==> src/rtl/crtc_ext_pkg.sv <==
package crtc_ext_pkg;

    typedef enum logic [1:0] {
        PK_NONE  = 2'd0,
        PK_INDEX = 2'd1,
        PK_DATA  = 2'd2
    } port_kind_e;

    localparam logic [6:0] IX_PROTECT   = 7'h11;
    localparam logic [6:0] IX_ADDR_EXT  = 7'h19;
    localparam logic [6:0] IX_WR_BANK   = 7'h1D;
    localparam logic [6:0] IX_RD_BANK   = 7'h1E;
    localparam logic [6:0] IX_OVERFLOW  = 7'h25;
    localparam logic [6:0] IX_DEPTH     = 7'h28;
    localparam logic [6:0] IX_WINDOW    = 7'h38;
    localparam logic [6:0] IX_HALF_LOCK = 7'h07;
    localparam logic [6:0] IX_QUIET_LO  = 7'h0E;
    localparam logic [6:0] IX_QUIET_HI  = 7'h10;

endpackage

==> src/rtl/crtc_port_decode.sv <==
module crtc_port_decode
    import crtc_ext_pkg::*;
#(
    parameter int unsigned ADDR_W = 16,
    parameter logic [ADDR_W-1:0] COLOR_BASE = 16'h03D0,
    parameter logic [ADDR_W-1:0] MONO_BASE  = 16'h03B0
) (
    input  logic [ADDR_W-1:0] addr,
    input  logic              color_sel,
    output port_kind_e        kind
);
    localparam logic [ADDR_W-1:0] SWAP_MASK  = COLOR_BASE ^ MONO_BASE;
    localparam logic [ADDR_W-1:0] RANGE_MASK = ~ADDR_W'(15);
    localparam logic [ADDR_W-1:0] IDX_PORT   = COLOR_BASE + ADDR_W'(4);
    localparam logic [ADDR_W-1:0] DAT_PORT   = COLOR_BASE + ADDR_W'(5);

    logic              in_range;
    logic [ADDR_W-1:0] eff_addr;

    always_comb begin
        in_range = ((addr & RANGE_MASK) == COLOR_BASE) ||
                   ((addr & RANGE_MASK) == MONO_BASE);
        eff_addr = (in_range && !color_sel) ? (addr ^ SWAP_MASK) : addr;
        if (eff_addr == IDX_PORT)      kind = PK_INDEX;
        else if (eff_addr == DAT_PORT) kind = PK_DATA;
        else                           kind = PK_NONE;
    end
endmodule

==> src/rtl/crtc_regfile.sv <==
module crtc_regfile
    import crtc_ext_pkg::*;
#(
    parameter int unsigned DATA_W = 8,
    parameter int unsigned IDX_W  = 7,
    localparam int unsigned DEPTH = 1 << IDX_W
) (
    input  logic              clk,
    input  logic              rst_n,
    input  logic              idx_wr,
    input  logic              data_wr,
    input  logic [DATA_W-1:0] wdata,
    output logic [IDX_W-1:0]  cur_idx,
    output logic [DATA_W-1:0] cur_val,
    output logic              lock,
    output logic              commit,
    output logic              changed,
    output logic [DATA_W-1:0] r_addr_ext,
    output logic [DATA_W-1:0] r_wr_bank,
    output logic [DATA_W-1:0] r_rd_bank,
    output logic [DATA_W-1:0] r_overflow,
    output logic [DATA_W-1:0] r_depth,
    output logic [DATA_W-1:0] r_window
);
    logic [DATA_W-1:0] regs [DEPTH];
    logic [IDX_W-1:0]  idx_q;
    logic [DATA_W-1:0] next_val;
    logic              low_locked;

    assign cur_idx = idx_q;
    assign cur_val = regs[idx_q];
    assign lock    = regs[IX_PROTECT][DATA_W-1];

    always_comb begin
        low_locked = lock && (idx_q < IX_HALF_LOCK);
        next_val   = wdata;
        if (lock && (idx_q == IX_HALF_LOCK))
            next_val = (cur_val & ~DATA_W'(8'h10)) | (wdata & DATA_W'(8'h10));
        commit  = data_wr && !low_locked;
        changed = (next_val != cur_val);
    end

    always_ff @(posedge clk) begin
        if (!rst_n) begin
            idx_q <= '0;
            for (int i = 0; i < DEPTH; i++) regs[i] <= '0;
        end else begin
            if (idx_wr) idx_q <= wdata[IDX_W-1:0];
            if (commit) regs[idx_q] <= next_val;
        end
    end

    assign r_addr_ext = regs[IX_ADDR_EXT];
    assign r_wr_bank  = regs[IX_WR_BANK];
    assign r_rd_bank  = regs[IX_RD_BANK];
    assign r_overflow = regs[IX_OVERFLOW];
    assign r_depth    = regs[IX_DEPTH];
    assign r_window   = regs[IX_WINDOW];
endmodule

==> src/rtl/crtc_side_out.sv <==
module crtc_side_out #(
    parameter int unsigned DATA_W      = 8,
    parameter int unsigned CHAIN_SHIFT = 16,
    parameter int unsigned PLANE_SHIFT = 14,
    localparam int unsigned BANK_W = DATA_W - 1,
    localparam int unsigned OFF_W  = BANK_W + CHAIN_SHIFT
) (
    input  logic              chain4,
    input  logic [DATA_W-1:0] r_addr_ext,
    input  logic [DATA_W-1:0] r_wr_bank,
    input  logic [DATA_W-1:0] r_rd_bank,
    input  logic [DATA_W-1:0] r_overflow,
    input  logic [DATA_W-1:0] r_depth,
    input  logic [DATA_W-1:0] r_window,
    output logic [OFF_W-1:0]  rd_off,
    output logic [OFF_W-1:0]  wr_off,
    output logic [3:0]        win_mode,
    output logic [1:0]        depth_code,
    output logic [5:0]        bpp,
    output logic [4:0]        start_hi,
    output logic [3:0]        row_hi,
    output logic [3:0]        vert_b10,
    output logic              htot_b8
);
    logic [BANK_W-1:0] bank_sel [2];
    logic [OFF_W-1:0]  off_out  [2];

    assign bank_sel[0] = r_rd_bank[DATA_W-1:1];
    assign bank_sel[1] = r_wr_bank[DATA_W-1:1];

    for (genvar g = 0; g < 2; g++) begin : g_bank
        always_comb begin
            if (chain4) off_out[g] = OFF_W'(bank_sel[g]) << CHAIN_SHIFT;
            else        off_out[g] = OFF_W'(bank_sel[g]) << PLANE_SHIFT;
        end
    end

    assign rd_off = off_out[0];
    assign wr_off = off_out[1];

    always_comb begin
        win_mode   = r_window[3:0];
        depth_code = r_depth[1:0];
        unique case (r_depth[1:0])
            2'd1:    bpp = 6'd8;
            2'd2:    bpp = 6'd16;
            2'd3:    bpp = 6'd32;
            default: bpp = 6'd0;
        endcase
        start_hi = r_addr_ext[4:0];
        row_hi   = {r_overflow[5], r_addr_ext[7:5]};
        vert_b10 = r_overflow[3:0];
        htot_b8  = r_overflow[4];
    end
endmodule

==> src/rtl/crtc_ext_regs.sv <==
module crtc_ext_regs
    import crtc_ext_pkg::*;
#(
    parameter int unsigned ADDR_W      = 16,
    parameter int unsigned DATA_W      = 8,
    parameter int unsigned IDX_W       = 7,
    parameter int unsigned CHAIN_SHIFT = 16,
    parameter int unsigned PLANE_SHIFT = 14,
    localparam int unsigned OFF_W      = DATA_W - 1 + CHAIN_SHIFT
) (
    input  logic              clk,
    input  logic              rst_n,
    input  logic [ADDR_W-1:0] io_addr,
    input  logic              io_wr,
    input  logic              io_rd,
    input  logic [DATA_W-1:0] io_wdata,
    input  logic              misc_color_sel,
    input  logic              chain4_mode,
    output logic [DATA_W-1:0] io_rdata,
    output logic [OFF_W-1:0]  rd_bank_off,
    output logic [OFF_W-1:0]  wr_bank_off,
    output logic [3:0]        win_mode,
    output logic [1:0]        depth_code,
    output logic [5:0]        bits_per_pixel,
    output logic [4:0]        start_addr_hi,
    output logic [3:0]        row_off_hi,
    output logic [3:0]        vert_bit10,
    output logic              htot_bit8,
    output logic              timing_recalc
);
    port_kind_e        kind;
    logic              idx_wr, data_wr;
    logic [IDX_W-1:0]  cur_idx;
    logic [DATA_W-1:0] cur_val;
    logic              lock_bit, commit, changed;
    logic [DATA_W-1:0] r_addr_ext, r_wr_bank, r_rd_bank, r_overflow, r_depth, r_window;
    logic              forced_idx, quiet_idx, recalc_d;

    crtc_port_decode #(.ADDR_W(ADDR_W)) u_dec (
        .addr      (io_addr),
        .color_sel (misc_color_sel),
        .kind      (kind)
    );

    assign idx_wr  = io_wr && (kind == PK_INDEX);
    assign data_wr = io_wr && (kind == PK_DATA);

    crtc_regfile #(.DATA_W(DATA_W), .IDX_W(IDX_W)) u_rf (
        .clk        (clk),
        .rst_n      (rst_n),
        .idx_wr     (idx_wr),
        .data_wr    (data_wr),
        .wdata      (io_wdata),
        .cur_idx    (cur_idx),
        .cur_val    (cur_val),
        .lock       (lock_bit),
        .commit     (commit),
        .changed    (changed),
        .r_addr_ext (r_addr_ext),
        .r_wr_bank  (r_wr_bank),
        .r_rd_bank  (r_rd_bank),
        .r_overflow (r_overflow),
        .r_depth    (r_depth),
        .r_window   (r_window)
    );

    crtc_side_out #(
        .DATA_W(DATA_W), .CHAIN_SHIFT(CHAIN_SHIFT), .PLANE_SHIFT(PLANE_SHIFT)
    ) u_side (
        .chain4     (chain4_mode),
        .r_addr_ext (r_addr_ext),
        .r_wr_bank  (r_wr_bank),
        .r_rd_bank  (r_rd_bank),
        .r_overflow (r_overflow),
        .r_depth    (r_depth),
        .r_window   (r_window),
        .rd_off     (rd_bank_off),
        .wr_off     (wr_bank_off),
        .win_mode   (win_mode),
        .depth_code (depth_code),
        .bpp        (bits_per_pixel),
        .start_hi   (start_addr_hi),
        .row_hi     (row_off_hi),
        .vert_b10   (vert_bit10),
        .htot_b8    (htot_bit8)
    );

    always_comb begin
        forced_idx = (cur_idx == IX_ADDR_EXT) || (cur_idx == IX_OVERFLOW) ||
                     (cur_idx == IX_DEPTH);
        quiet_idx  = (cur_idx >= IX_QUIET_LO) && (cur_idx <= IX_QUIET_HI);
        recalc_d   = commit && (forced_idx || (changed && !quiet_idx));
    end

    always_ff @(posedge clk) begin
        if (!rst_n) begin
            timing_recalc <= 1'b0;
            io_rdata      <= '0;
        end else begin
            timing_recalc <= recalc_d;
            if (io_rd) begin
                unique case (kind)
                    PK_INDEX: io_rdata <= DATA_W'(cur_idx);
                    PK_DATA:  io_rdata <= cur_val;
                    default:  io_rdata <= '0;
                endcase
            end
        end
    end
endmodule

==> config.mk <==
export PLATFORM = sky130hd
export DESIGN_NAME = crtc_ext_regs
export DESIGN_NICKNAME = d
export VERILOG_FILES = /design/src/rtl/crtc_ext_pkg.sv /design/src/rtl/crtc_port_decode.sv /design/src/rtl/crtc_regfile.sv /design/src/rtl/crtc_side_out.sv /design/src/rtl/crtc_ext_regs.sv
export SDC_FILE = /design/constraint.sdc
export NUM_CORES = 2
export LEC_CHECK = 0
export BUFFER_PORTS_ARGS = -buffer_cell sky130_fd_sc_hd__buf_2
export CORE_ASPECT_RATIO = 1.2
export CORE_MARGIN = 2
export CORE_UTILIZATION = 40
export CTS_CLUSTER_SIZE = 10
export DETAILED_ROUTE_END_ITERATION = 8
export PLACE_DENSITY = 0.63
export SYNTH_ARGS = -nofsm -noshare
export SYNTH_HDL_FRONTEND = slang
export SYNTH_SLANG_ARGS = --single-unit
export TNS_END_PERCENT = 10
==> constraint.sdc <==
create_clock -name clk -period 8.9 [get_ports clk]
set_input_delay 0.89 -clock clk [delete_from_list [all_inputs] [get_ports clk]]
set_output_delay 0.89 -clock clk [all_outputs]
set_load 0.005 [all_outputs]
-- Yosys cells after proc, flatten, opt, wreduce, memory -nomap -nowiden
Memory sizes are Yosys's and may differ from the RTL's. A register that Yosys moved wholly into a read port is not among the register bits.
Index checks and enable logic that the tools add are counted.
- add/subtract/negate cells: 0
- multipliers: 0
- div/mod/pow operators: 0
- magnitude comparators: 3
- eq/ne operators: 14
- shifts and indexed selects: 0
- mux-type cells: 17
- bitwise gates (word level): 2
- reductions and logical operators: 17
- operators with widths (kind ; count):
    23-bit two-way mux ; 2
    16-bit by 10-bit equality test with 1-bit output (second input constant) ; 2
    7-bit two-way mux ; 4
    12-bit by 6-bit equality test with 1-bit output (second input constant) ; 2
    6-bit case mux with 3 select lines ; 1
    8-bit two-way mux ; 2
    8-bit case mux with 2 select lines ; 1
    7-bit by 6-bit equality test with 1-bit output (second input constant) ; 2
    1-bit logical AND ; 9
    8-bit != test ; 1
    8-bit by 5-bit bitwise OR with 8-bit output ; 1
    8-bit OR reduction ; 1
    7-bit by 3-bit equality test with 1-bit output (second input constant) ; 1
    7-bit by 5-bit equality test with 1-bit output (second input constant) ; 1
    7-bit by 4-bit >= comparator with 1-bit output (second input constant) ; 1
    7-bit by 5-bit less-or-equal comparator with 1-bit output (second input constant) ; 1
    7-bit by 3-bit < comparator with 1-bit output (second input constant) ; 1
    2-bit equality test (second input constant) ; 3
    1-bit two-way mux ; 5
    2-bit by 1-bit equality test with 1-bit output (second input constant) ; 2
    1-bit logical OR ; 4
    2-bit two-way mux ; 2
    1-bit zero test ; 3
    2-bit NOT ; 1
- bits in registers: 16
- bits in latches: 0
- RAM bits: 1024
- bits in read-only memories: 0
- bits of input ports: 30
- output and inout bits: 81
- word-level logic and storage cells: 57
- memories kept: 1
- memories (memory ; words ; width ; read ports ; clocked after Yosys merged registers in ; wr ports ; RTL line ; text):
    u_rf.regs ; 128 ; 8 ; 8 ; 1 ; 128 ; crtc_regfile.sv:25 ; logic [DATA_W-1:0] regs [DEPTH];

-- Depth between registers and ports, before layout
- word-level depth: 15
- gate-level depth with buffers: 15
- depth with buffers taken out: 10

-- Cells and area by module
A second synthesis with hierarchy kept.
- cells, all modules: 3449
- area total of the unflattened synthesis: 47023.8 sq um
- by module, submodules not included (module ; instances ; cells each ; area each (sq um) ; seq. area each (sq um)):
    crtc_regfile ; 1 ; 3299 ; 45802.7 ; 31029.8
    crtc_side_out ; 1 ; 75 ; 601.8 ; 0.0
    crtc_ext_regs ; 1 ; 65 ; 540.5 ; 180.2
    crtc_port_decode ; 1 ; 10 ; 78.8 ; 0.0

-- Worst setup path before layout
OpenSTA, ideal clock, no wires.
- kind: input to register
- start: input port io_addr[1]
- end: memory u_rf.regs[46][0], enable pin
- library setup time: 0.330 ns
- arrival: 3.060 ns
- slack: 5.510 ns
- stages on the path: 10
- cells stage by stage: nor4_1 > nand2_1 > nor3_1 > nand3_1 > nor2_1 > and3_1 > clkbuf_1 > clkbuf_1 > nand2_1 > nand2_1
- RTL lines (what ; RTL line ; text):
    start: declaration ; crtc_ext_regs.sv:13 ; input logic [ADDR_W-1:0] io_addr,
    end: declaration ; crtc_regfile.sv:25 ;

==> flow_summary.json <==
{
  "worstSetupStartpointType": "flop",
  "fin_crit_sh_pct": 63.14,
  "pin_count": 111,
  "design.die.area_sq_mm": 0.1199,
  "clock_latency_ns": 0.74,
  "synth_edf_count": 1024,
  "worst_clock_skew_ns": 0.03658,
  "synth_area_leader_cell": "edfxtp_1",
  "drc": 0,
  "post-synth-top-area-fraction_pct": 65.66,
  "path_cells": "buf_12 -> mux4_2 -> a22o_1 -> a211oi_1 -> o21ai_0 -> or4_1 -> mux2i_4 -> buf_4 -> nor2_1",
  "drt_wl_total_microns": 145500,
  "cts-root-buf": "clkbuf_16",
  "drv_cap": 0,
  "hp-class": "in -> reg",
  "worst_slack_ns": 3.281,
  "layout_common_cells": "nor2_1 (1062), edfxtp_1 (1024), nand2_1 (314)",
  "slew_viol_final": 0,
  "cp.arrival_ns": 6.06,
  "design_area_sq_mm": 0.05150,
  "die_h_microns": 378.8,
  "min_from": "io_wdata[3]",
  "cts_resized": 0,
  "portBuffers": 79,
  "drt_first_iter_violations": 3717,
  "async_reset_ff_share_pct": 0,
  "crit_path_max_fanout": 96,
  "grt_max_degree": 97,
  "viasPerCell": 5.978,
  "power_leakage_uw": 0.01665,
  "post-cts-setup-buffers": 0,
  "cp_data_required_time_ns": 9.34,
  "setup_viol": 0,
  "start_util_pct": 40.30,
  "cts_tree": "built",
  "grt_pass1_vias": 29049,
  "path_buf_inv": 2,
  "ff2ff_path_depth": 9,
  "clk_pin_slew_worst_paths_ns": 0.06,
  "cts.sinks": 1047,
  "hold_viol": 0,
  "dp_hpwl_microns": 93430,
  "powerDensity_mw_per_mm2": 202.0,
  "wl_per_cell_microns": 28.97,
  "gp_congestion": 0.9174,
  "end_kind": "flop",
  "drive_gt1_share_pct": 16.35,
  "grt_overflow": 0,
  "nets": 3475,
  "dr.pass1.iters": 6,
  "critPathSlowestCell": "mux2i_4",
  "cp_top_family": "multiplexers",
  "slew_headroom_pct": 12.56,
  "vdd_ir_drop_max_uv": 156.5,
  "yosys_warnings": 0,
  "core-area_sq_mm": 0.1162,
  "finalCriticalPeriod_ns": 5.619,
  "pre_cts_slack_ns": 3.299,
  "max_freq_ghz": 0.1780,
  "cts_buffer_depth": 3,
  "ys_types": 55,
  "core.rowCount": 137,
  "die_w_microns": 316.4,
  "ys_ff_latch": 1047,
  "rsz0062_at_grt": "no",
  "utilization_pct": 44.31,
  "path_class": "reg -> reg",
  "ctsHoldBuffers": 0,
  "ys_seq_area_share_pct": 66.64,
  "syn_inst": 3448,
  "worst-r2r-setup-slack_ns": 3.28,
  "tns_ns": 0,
  "grt_first_pass_wirelength_microns": 207600,
  "numCtsBuffers": 115,
  "synthTopCellsByArea": "edfxtp_1 (66%), mux4_2 (10%), nor2_1 (8.5%), nand2_1 (2.6%), mux2i_1 (2.1%)",
  "slowest_delay_ns": 1.02,
  "ant_nets": 0,
  "layout_commonest_cell": "nor2_1",
  "grt_util_all_layers_pct": 24.21,
  "outcome": "completed",
  "antenna_found_initial": 3,
  "num_vias": 30034,
  "postPlaceCellArea_sq_mm": 0.04829,
  "synth_area_per_cell_sq_um": 13.58,
  "whs_path_depth": 3,
  "htree_levels": 3,
  "worst_pin_slew_ns": 1.284,
  "worstReg2RegEnd": "u_rf.regs[33][0]",
  "layout-area-overhead-vs-synth_pct": 9.959,
  "ys.flop_type": "edfxtp_1",
  "syn_area_sq_mm": 0.04683
}
-- layer usage --
layer  part of all wire (%)  vias to the layer above  GRT usage, %
met5                 0.0096                        -             0
met4                    6.2                        4         13.47
met3                    9.7                      416         4.469
met2                     47                     1804         38.43
met1                     37                    15340         31.39
li1                       -                    12470             -
-- where the power goes --
part | leakage (uW) | internal (uW) | switching, uW
Combinational | 0.00500 | 111 | 293
Sequential | 0.0101 | 5620 | 76.4
Clock | 0.00155 | 2420 | 1890
-- worst register-to-register path, delay by kind of cell (launching register included) --
kind                   cells  cell delay, ns
AO/OA/AOI/OAI              3            0.67
buffers and inverters      2            1.26
flip-flops                 1            0.73
multiplexers               2            1.84
AND/OR/NAND/NOR            2            0.81
-- final cells by class --
cell class                      instances  area [sq um]
Fill cell                           10399         64720
Sequential cell                      1047         31230
Multi-Input combinational cell       2133         14210
Clock buffer                          157          3078
Tap cell                             1529          1913
Timing Repair Buffer                  142         920.9
Clock inverter                          8         122.6
Inverter                                6         22.52
Antenna cell                            2         5.005
-- per-stage QoR --
step           hold WS [ns]  cells  total power [uW]
2_1_floorplan        0.5983   3478              6015
3_3_place_gp         0.6764   4857              6183
3_5_place_dp         0.6819   4857              6194
4_1_cts              0.5527   5022             10430
5_1_grt              0.6117   5022             10620
6_report             0.5973   5024             10400
-- cells by family (layout without fill, tap and decap cells) --
family,after synthesis,in the layout,share of synthesized area [%]
AOI/OAI and AO/OA,202,202,2.998
xor gates and xnor gates,7,7,0.1309
buffers and inverters,298,313,3.588
DFF,1047,1047,66.64
muxes,367,367,13.68
other,1,33,0.008007
and+or+nand+nor,1526,1526,12.95
-- sequential cells by signal (all words and copies together), names as in the netlist, named ones only --
name,cells
u_rf.cur_idx,7
u_rf.regs,1024
io_rdata,8
timing_recalc,1
-- how the worst max path moves through the flow --
stage          startpoint                to  slack, ns  cells after the start
2_1_floorplan  io_addr[1]  u_rf.regs[46][0]       5.51                     10
3_3_place_gp         flop  u_rf.regs[38][0]       3.33                      9
3_5_place_dp         flop  u_rf.regs[16][0]       3.30                      9
4_1_cts              flop  u_rf.regs[48][0]       3.31                      9
5_1_grt              flop  u_rf.regs[38][0]       3.04                      9
6_report             flop  u_rf.regs[33][0]       3.28                      9
-- synthesized netlist by cell type (all sizes together), types with 27 or more instances --
cell	number
a22oi	38
clkbuf	88
buf	204
o22ai	28
nor2b	45
nand2	320
mux4	213
edfxtp	1024
mux2	56
a21oi	27
nor2	1064
mux2i	98
Note: power is estimated with default switching activity, not from simulation.
